<file path="src/rtl/regbus_adapt_pkg.sv">
package regbus_adapt_pkg;

  typedef enum logic [1:0] {
    SZ_BYTE  = 2'b00,
    SZ_HALF  = 2'b01,
    SZ_WORD  = 2'b10,
    SZ_DWORD = 2'b11
  } acc_size_e;

  // Word address: byte address with the lane bits cleared.
  function automatic logic [31:0] word_align(input logic [31:0] byte_addr);
    return {byte_addr[31:2], 2'b00};
  endfunction

  // Latency in cycles for the selected register group.
  function automatic int unsigned pick_lat(input logic fast,
                                           input int unsigned fast_lat,
                                           input int unsigned slow_lat);
    return fast ? fast_lat : slow_lat;
  endfunction

endpackage

</file>
<file path="src/rtl/rba_decode.sv">
module rba_decode
  import regbus_adapt_pkg::*;
(
  input  logic       clk,
  input  logic       rst_n,
  input  logic       req_valid,
  input  logic       idle,
  input  logic       req_cached,
  input  logic       req_write,
  input  logic [1:0] req_size,
  output logic       accept,
  output logic       drop
);

  assign drop   = req_valid && idle && req_cached;
  assign accept = req_valid && idle && !req_cached;

  // a 64-bit read is taken like any other read and leaves the adapter busy
  a_r7_dword_read_taken: assert property (@(posedge clk) disable iff (!rst_n)
    (accept && !req_write && (req_size == SZ_DWORD)) |=> !idle);

  // a dropped request never starts an access
  a_r6_cached_not_taken: assert property (@(posedge clk) disable iff (!rst_n)
    drop |=> idle);

endmodule

</file>
<file path="src/rtl/rba_timer.sv">
module rba_timer
  import regbus_adapt_pkg::*;
#(
  parameter int unsigned FAST_LAT = 2,
  parameter int unsigned SLOW_LAT = 6
) (
  input  logic clk,
  input  logic rst_n,
  input  logic start,
  input  logic fast,
  output logic busy,
  output logic done
);

  localparam int unsigned MAX_LAT = (FAST_LAT > SLOW_LAT) ? FAST_LAT : SLOW_LAT;
  localparam int unsigned CNT_W   = $clog2(MAX_LAT + 1);

  logic [CNT_W-1:0] remain;

  assign done = busy && (remain == '0);

  always_ff @(posedge clk or negedge rst_n) begin
    if (!rst_n) begin
      busy   <= 1'b0;
      remain <= '0;
    end else if (start) begin
      busy   <= 1'b1;
      remain <= CNT_W'(pick_lat(fast, FAST_LAT, SLOW_LAT) - 1);
    end else if (busy) begin
      if (remain == '0) busy <= 1'b0;
      else              remain <= remain - 1'b1;
    end
  end

  // the count only runs down while busy, and busy holds until it reaches zero
  a_r8_hold_until_zero: assert property (@(posedge clk) disable iff (!rst_n)
    (busy && (remain != '0)) |=> (busy && (remain == $past(remain) - 1'b1)));

  a_r8_release_after_done: assert property (@(posedge clk) disable iff (!rst_n)
    (done && !start) |=> !busy);

endmodule

</file>
<file path="src/rtl/rba_rf_drive.sv">
module rba_rf_drive
  import regbus_adapt_pkg::*;
#(
  parameter int unsigned ADDR_W = 32,
  parameter int unsigned DATA_W = 32
) (
  input  logic              clk,
  input  logic              rst_n,
  input  logic              accept,
  input  logic              req_write,
  input  logic [ADDR_W-1:0] req_addr,
  input  logic [DATA_W-1:0] req_wdata,
  output logic [ADDR_W-1:0] rf_addr,
  output logic              rf_we,
  output logic [DATA_W-1:0] rf_wdata,
  output logic              op_write
);

  always_ff @(posedge clk or negedge rst_n) begin
    if (!rst_n) begin
      rf_addr  <= '0;
      rf_wdata <= '0;
      rf_we    <= 1'b0;
      op_write <= 1'b0;
    end else begin
      rf_we <= accept && req_write;
      if (accept) begin
        rf_addr  <= word_align(req_addr);
        rf_wdata <= req_wdata;
        op_write <= req_write;
      end
    end
  end

  // the write strobe never lasts past one cycle
  a_r5_strobe_single: assert property (@(posedge clk) disable iff (!rst_n)
    rf_we |=> !rf_we);

  // reads never strobe
  a_r5_read_no_strobe: assert property (@(posedge clk) disable iff (!rst_n)
    (accept && !req_write) |=> !rf_we);

  // the stored word is the request word unchanged
  a_r3_verbatim_data: assert property (@(posedge clk) disable iff (!rst_n)
    (accept && req_write) |=> (rf_wdata == $past(req_wdata)));

endmodule

</file>
<file path="src/rtl/regbus_word_adapter.sv">
module regbus_word_adapter
  import regbus_adapt_pkg::*;
#(
  parameter int unsigned ADDR_W   = 32,
  parameter int unsigned DATA_W   = 32,
  parameter int unsigned FAST_LAT = 2,
  parameter int unsigned SLOW_LAT = 6
) (
  input  logic              clk,
  input  logic              rst_n,
  input  logic              req_valid,
  output logic              req_ready,
  input  logic [ADDR_W-1:0] req_addr,
  input  logic [1:0]        req_size,
  input  logic              req_write,
  input  logic              req_cached,
  input  logic              req_fast,
  input  logic [DATA_W-1:0] req_wdata,
  output logic              rsp_valid,
  output logic [DATA_W-1:0] rsp_data,
  output logic [ADDR_W-1:0] rf_addr,
  output logic              rf_we,
  output logic [DATA_W/8-1:0] rf_be,
  output logic [DATA_W-1:0] rf_wdata,
  input  logic [DATA_W-1:0] rf_rdata
);

  localparam int unsigned BE_W = DATA_W / 8;

  logic accept;
  logic drop;
  logic busy;
  logic done;
  logic op_write;

  assign req_ready = !busy;
  assign rf_be     = {BE_W{1'b1}};

  rba_decode u_decode (
    .clk        (clk),
    .rst_n      (rst_n),
    .req_valid  (req_valid),
    .idle       (req_ready),
    .req_cached (req_cached),
    .req_write  (req_write),
    .req_size   (req_size),
    .accept     (accept),
    .drop       (drop)
  );

  rba_timer #(
    .FAST_LAT (FAST_LAT),
    .SLOW_LAT (SLOW_LAT)
  ) u_timer (
    .clk   (clk),
    .rst_n (rst_n),
    .start (accept),
    .fast  (req_fast),
    .busy  (busy),
    .done  (done)
  );

  rba_rf_drive #(
    .ADDR_W (ADDR_W),
    .DATA_W (DATA_W)
  ) u_rf (
    .clk       (clk),
    .rst_n     (rst_n),
    .accept    (accept),
    .req_write (req_write),
    .req_addr  (req_addr),
    .req_wdata (req_wdata),
    .rf_addr   (rf_addr),
    .rf_we     (rf_we),
    .rf_wdata  (rf_wdata),
    .op_write  (op_write)
  );

  // Reply stage: one pulse per access, read data sampled at the final count.
  always_ff @(posedge clk or negedge rst_n) begin
    if (!rst_n) begin
      rsp_valid <= 1'b0;
      rsp_data  <= '0;
    end else begin
      rsp_valid <= done;
      if (done) rsp_data <= op_write ? '0 : rf_rdata;
    end
  end

  // the reply is a single pulse
  a_r7_single_reply: assert property (@(posedge clk) disable iff (!rst_n)
    rsp_valid |=> !rsp_valid);

  // the adapter is busy right after taking a request
  a_r9_busy_after_accept: assert property (@(posedge clk) disable iff (!rst_n)
    accept |=> !req_ready);

  // ready returns together with the reply
  a_r9_ready_with_reply: assert property (@(posedge clk) disable iff (!rst_n)
    rsp_valid |-> req_ready);

  // a dropped request yields neither strobe nor reply
  a_r6_drop_silent: assert property (@(posedge clk) disable iff (!rst_n)
    drop |=> (!rf_we && !rsp_valid));

  // the register word address is aligned and stable while busy
  a_r1_addr_stable: assert property (@(posedge clk) disable iff (!rst_n)
    (busy && !accept) |=> $stable(rf_addr));

endmodule

</file>
<file path="config.mk">
export PLATFORM = sky130hd
export DESIGN_NAME = regbus_word_adapter
export DESIGN_NICKNAME = d
export VERILOG_FILES = /design/src/rtl/regbus_adapt_pkg.sv /design/src/rtl/rba_decode.sv /design/src/rtl/rba_timer.sv /design/src/rtl/rba_rf_drive.sv /design/src/rtl/regbus_word_adapter.sv
export SDC_FILE = /design/constraint.sdc
export NUM_CORES = 1
export LEC_CHECK = 0
export BUFFER_PORTS_ARGS = -buffer_cell sky130_fd_sc_hd__buf_2
export CAP_MARGIN = 10
export CORE_MARGIN = 3
export CORE_UTILIZATION = 50
export CTS_CLUSTER_DIAMETER = 40
export DETAILED_ROUTE_END_ITERATION = 10
export PLACE_DENSITY = 0.95
export SLEW_MARGIN = 20
export SYNTH_ARGS = -nofsm -noshare
export SYNTH_HDL_FRONTEND = slang
export SYNTH_HIERARCHICAL = 1
export SYNTH_SLANG_ARGS = --single-unit
</file>
<file path="constraint.sdc">
create_clock -name clk -period 3.75 [get_ports clk]
set_input_delay 0.1875 -clock clk [delete_from_list [all_inputs] [get_ports clk]]
set_output_delay 0.1875 -clock clk [all_outputs]
set_load 0.01 [all_outputs]
</file>
## After elaboration in Yosys (flattened, before gate mapping)

Cells that the tools add are included.

- RAM bits: 0
- Input bits: 104
- Latch bits: 0
- Bits in read-only memories: 0
- Flip-flop bits (word level): 101
- Word-level logic and storage cells: 28
- Memories: 0

- Bitwise gates (word level): 0
- Div/mod/pow operators: 0
- Eq/ne operators: 1
- Multipliers: 0
- Add/subtract/negate cells: 2
- Multiplexer cells: 8
- Order comparisons: 0
- Shifts and indexed selects: 0
- Reductions and logical operators: 9

Operators by type and width:

| operator | number |
|---|---|
| 2-to-1 mux 32 bit | 1 |
| 2-to-1 mux 3 bit | 4 |
| subtractor 3 x 1 -> 3 bit (second input constant) | 2 |
| logical AND 1 bit | 4 |
| zero test 3 bit | 1 |
| 2-to-1 mux 1 bit | 3 |
| zero test 1 bit | 2 |
| inequality test 2 x 1 -> 1 bit (second input constant) | 1 |
| AND reduction 2 bit | 1 |
| nonzero test 2 bit | 1 |

## Logic depth before layout (Yosys ltp)

- Word-level depth: 5
- Gate-level depth with buffers: 7
- Gate-level depth less buffers: 7

## Modules after synthesis

Netlist, hierarchy kept.

Modules (own cells, without submodules):

| module | times used | cells an instance | area each (µm²) |
|---|---|---|---|
| rba_rf_drive | 1 | 138 | 2688.8 |
| regbus_word_adapter | 1 | 145 | 1470.2 |
| rba_timer | 1 | 23 | 215.2 |
| rba_decode | 1 | 2 | 16.3 |

## Worst setup path after synthesis

No wires, ideal clock.

- Path type: register to register
- Start point: register u_timer.busy
- End point: register u_timer.remain[2]
- Required time: 3.663 ns
- Clock period less this slack: 1.683 ns
- Stages on the path, launching flop included: 8
- Data arrival time: 1.596 ns
- Path buffers: 0
- Path slack: 2.067 ns
- Cell sequence: dfrtp_1 inv_1 and3b_1 or2b_1 ha_1 nand2_1 or3_1 a22oi_1

- Word-level cells in the longest chain between the ends: 5
- Elaborated cells between the ends (all ways): 7
- Those cells by class: eq/ne (1); mux (1); reduce/logical (5)

RTL lines:

| item | line | RTL |
|---|---|---|
| start, declared | rba_timer.sv:11 | `output logic busy,` |
| start signal, assigned | rba_timer.sv:24 | `busy <= 1'b0;` |
| start signal, assigned | rba_timer.sv:27 | `busy <= 1'b1;` |
| start signal, assigned | rba_timer.sv:30 | `if (remain == '0) busy <= 1'b0;` |
| zero test 1 bit (*) | regbus_word_adapter.sv:36 | `assign req_ready = !busy;` |
| via req_ready | regbus_word_adapter.sv:12 | `output logic req_ready,` |
| logical AND 1 bit (*) (2 in series) | rba_decode.sv:16 | `assign accept = req_valid && idle && !req_cached;` |
| via accept | regbus_word_adapter.sv:30 | `logic accept;` |
| inequality test 2 x 1 -> 1 bit (no source line) or nonzero test 2 bit (tied branches) | n/a |  |
| AND reduction 2 bit (no source line) | n/a |  |
| end signal, assigned | rba_timer.sv:28 | `remain <= CNT_W'(pick_lat(fast, FAST_LAT, SLOW_LAT) - 1);` |
| end signal, assigned | rba_timer.sv:31 | `else remain <= remain - 1'b1;` |
| end, declared | rba_timer.sv:18 | `logic [CNT_W-1:0] remain;` |

The timed path passes the listed nets; every way through them passes the cells marked *.
A chain may end at the register's enable or synchronous reset.

## Final worst setup path

- Start point: register u_timer.remain[0]
- End point: register rsp_data[13]

- Word-level cells in the longest chain between the ends: 2

RTL lines:

| item | line | RTL |
|---|---|---|
| zero test 3 bit | rba_timer.sv:20 | `assign done = busy && (remain == '0);` |
| logical AND 1 bit | rba_timer.sv:20 |  |
| via done | regbus_word_adapter.sv:33 | `logic done;` |
| end signal, assigned | regbus_word_adapter.sv:86 | `if (done) rsp_data <= op_write ? '0 : rf_rdata;` |
| end, declared | regbus_word_adapter.sv:20 | `output logic [DATA_W-1:0] rsp_data,` |

The timed path passes the listed nets, and every way through them passes these cells.

==> impl_results.md <==
* Std cell rows at 33
* Worst path bufs/invs at 0
* Worst vdd ir at 0.0005424 V
* Clock power share at 15.1%
* Lkg Pwr at 2.856 nW
* Max Slew Vio Count at 0
* Crit path max-delay family: simple AND/OR/NAND/NOR gates
* Final Hold Vio Count at 0
* Cell Area, Synth at 0.004383 sq mm
* CTS tree: built
* Combinational share of power at 41.8%
* Vias in the first global route at 3038
* Setup Buffers After CTS at 0
* Synthesis-to-layout area growth at 25.26%
* Crit share post-route at 52.37%
* CP peak stage delay at 0.88 ns
* Die area at 0.009925 sq mm
* Clock Path Buffers at 2
* Starting DRT DRC Count at 64
* Clock latency on the worst-skew pair at 0.35 ns
* Met1 usage at 23.93%
* Drt pass-1 iters at 6
* Post-route DRC violation count at 0
* Final std cells w/o fill at 607
* Cell depth of the worst hold path at 2
* RSZ-0062 raised after global routing: false
* Post-Syn Instances at 307
* FF-to-FF path depth at 4
* Crit path capture type: register
* Hold path start: req_addr[9]
* Vias per Instance at 4.794
* Clk sinks at 101
* Placed instance area at 0.005283 sq mm
* Port buffer count at 196
* Nets@finish at 603
* Crit-path cells: nor3_1, and2_2, nand3b_1, o21ai_1
* Yosys warnings at 6
* Final design utilization at 65.50%
* First-pass GRT wire length at 15320 um
* Overall routed net length at 9549 um
* ANT nets after route at 0
* Avg Inst Size Synth at 14.28 sq um
* Placed insts at 591
* Crit path launch type: register
* TNS Setup at 0 ns
* Worst Hold Class: in -> reg
* Pin count of the biggest net entering global routing at 76
* Worst-margin pin slew at 1.041 ns
* Clock transition at path regs at 0.09 ns
* Total CTS buffers at 9
* Worst EP arrival at 2.24 ns
* Max Cap Violations at 0
* Power Internal at 0.002959 W
* Worst clock skew at 0.01077 ns
* RePlAce Congestion at 0.7596
* Worst endpoint required time at 4.02 ns
* Die H at 99.63 um
* # resized after CTS at 0
* Crit Path Category: reg -> reg
* Top Usage Layer GRT: met2
* Total number of vias at 2910
* Hpwl dp at 6987 um
* Die W at 99.63 um
* CTS root buffer: clkbuf_8
* Initial antenna violation count at 0
* All-Layer GR Usage at 19.50%
* Psw at 0.001535 W
* Initial Utilization at 52.29%
* Worst path slowest cell: and2_2
* Register share of total power at 43.1%
* R2r endpoint: rsp_data[13]
* Run status: complete, no violations
* Power density over the cells at 818.4 mW/mm^2
* WL per Instance at 15.73 um
* Core area at 0.008382 sq mm
* Htree depth at 3
* Achievable frequency at 509.2 MHz
* Final instance area at 0.005490 sq mm
* GRT overflow at 0
* Setup Viol. Count Final at 0
* Switching share of power at 34.15%
* Met2 usage at 34.30%
* Min-Delay Endpoint: u_rf/rf_addr[9]
* R2R setup slack at 1.79 ns
* Placement Setup Slack at 1.785 ns
* Layout cells sized above 1 at 55.38%
* Final worst slack at 1.786 ns
* # IOs at 207
* Fin crit period at 1.964 ns
* Reg-to-reg critical path startpoint: u_timer/remain[0]
* Diodes inserted at 0
* Max_slew headroom at 30.58%
* Met3 GRT Util at 5.680%
* Critical path peak fanout at 65
[area by class of cell]
cell class / count / area (sq um)
timing repair buffer: 199 / 1021
clock buffer: 10 / 137.6
tap: 105 / 131.4
sequential: 101 / 2527
multi-input combinational: 153 / 1485
clock inverter: 5 / 60.06
inverter: 34 / 127.6
fill: 641 / 2892
[power by group through the flow]
| stage | sequential, W | clock (W) | combinational, W |
|---|---|---|---|
| 6_report | 0.00194 | 0.000678 | 0.00188 |
| 3_3_place_gp | 0.00190 | 0 | 0.00182 |
| 5_1_grt | 0.00201 | 0.000752 | 0.00203 |
| 4_1_cts | 0.00194 | 0.000705 | 0.00190 |
| 3_5_place_dp | 0.00195 | 0 | 0.00189 |
| 2_1_floorplan | 0.00214 | 0 | 0.000997 |
[cells in the final DEF, fill, tap and decap left out, drive strengths merged, types with 2 or more instances in the layout]
master	instances
dfrtp	101
and2	2
a21oi	3
nor2	3
nand3b	32
conb	6
clkbuf	10
clkinv	2
o21ai	33
inv	35
mux2	63
buf	198
[flip-flops by register name, indices dropped and copies added, names as in the netlist]
register        count
rsp_data           32
rsp_valid           1
u_rf/op_write       1
u_rf/rf_addr       30
u_rf/rf_wdata      32
u_rf/rf_we          1
u_timer/busy        1
u_timer/remain      3
[metal layers]
metal / vias up / wire length [um]
li1: 1387 / -
met1: 1399 / 3780
met2: 118 / 5051
met3: 6 / 683
met4: 0 / 34
met5: - / 0
[stage by stage]
stage	total power (W)	hold slack (ns)
finish	0.004493	0.06336
global route	0.004789	0.03759
CTS	0.004552	0.04034
detailed placement	0.003845	0.3811
global placement	0.003726	0.3586
floorplan	0.003137	-0.1081
[worst reg2reg max path: cells and delay by family (launching register included)]
kind	cells	cell delay, ns
compound gates	1	0.11
flops	1	0.44
simple gates	3	1.33
[how the worst max path moves through the flow]
stage               depth (start not counted)  slack [ns]               from           endpoint
floorplan                                   7        2.08       u_timer/busy  u_timer/remain[2]
global placement                            7        1.92       u_timer/busy  u_timer/remain[2]
detailed placement                          4        1.78  u_timer/remain[0]        rsp_data[5]
CTS                                         4        1.78  u_timer/remain[0]        rsp_data[5]
global route                                4        1.56  u_timer/remain[0]       rsp_data[12]
finish                                      4        1.79  u_timer/remain[0]       rsp_data[13]
[timing repair]
action,CTS,global route
hold endpoints to repair,70,0
hold buffers,1,0
endpoints found under the setup margin,0,0
Note: power is estimated with default switching activity, not from simulation.
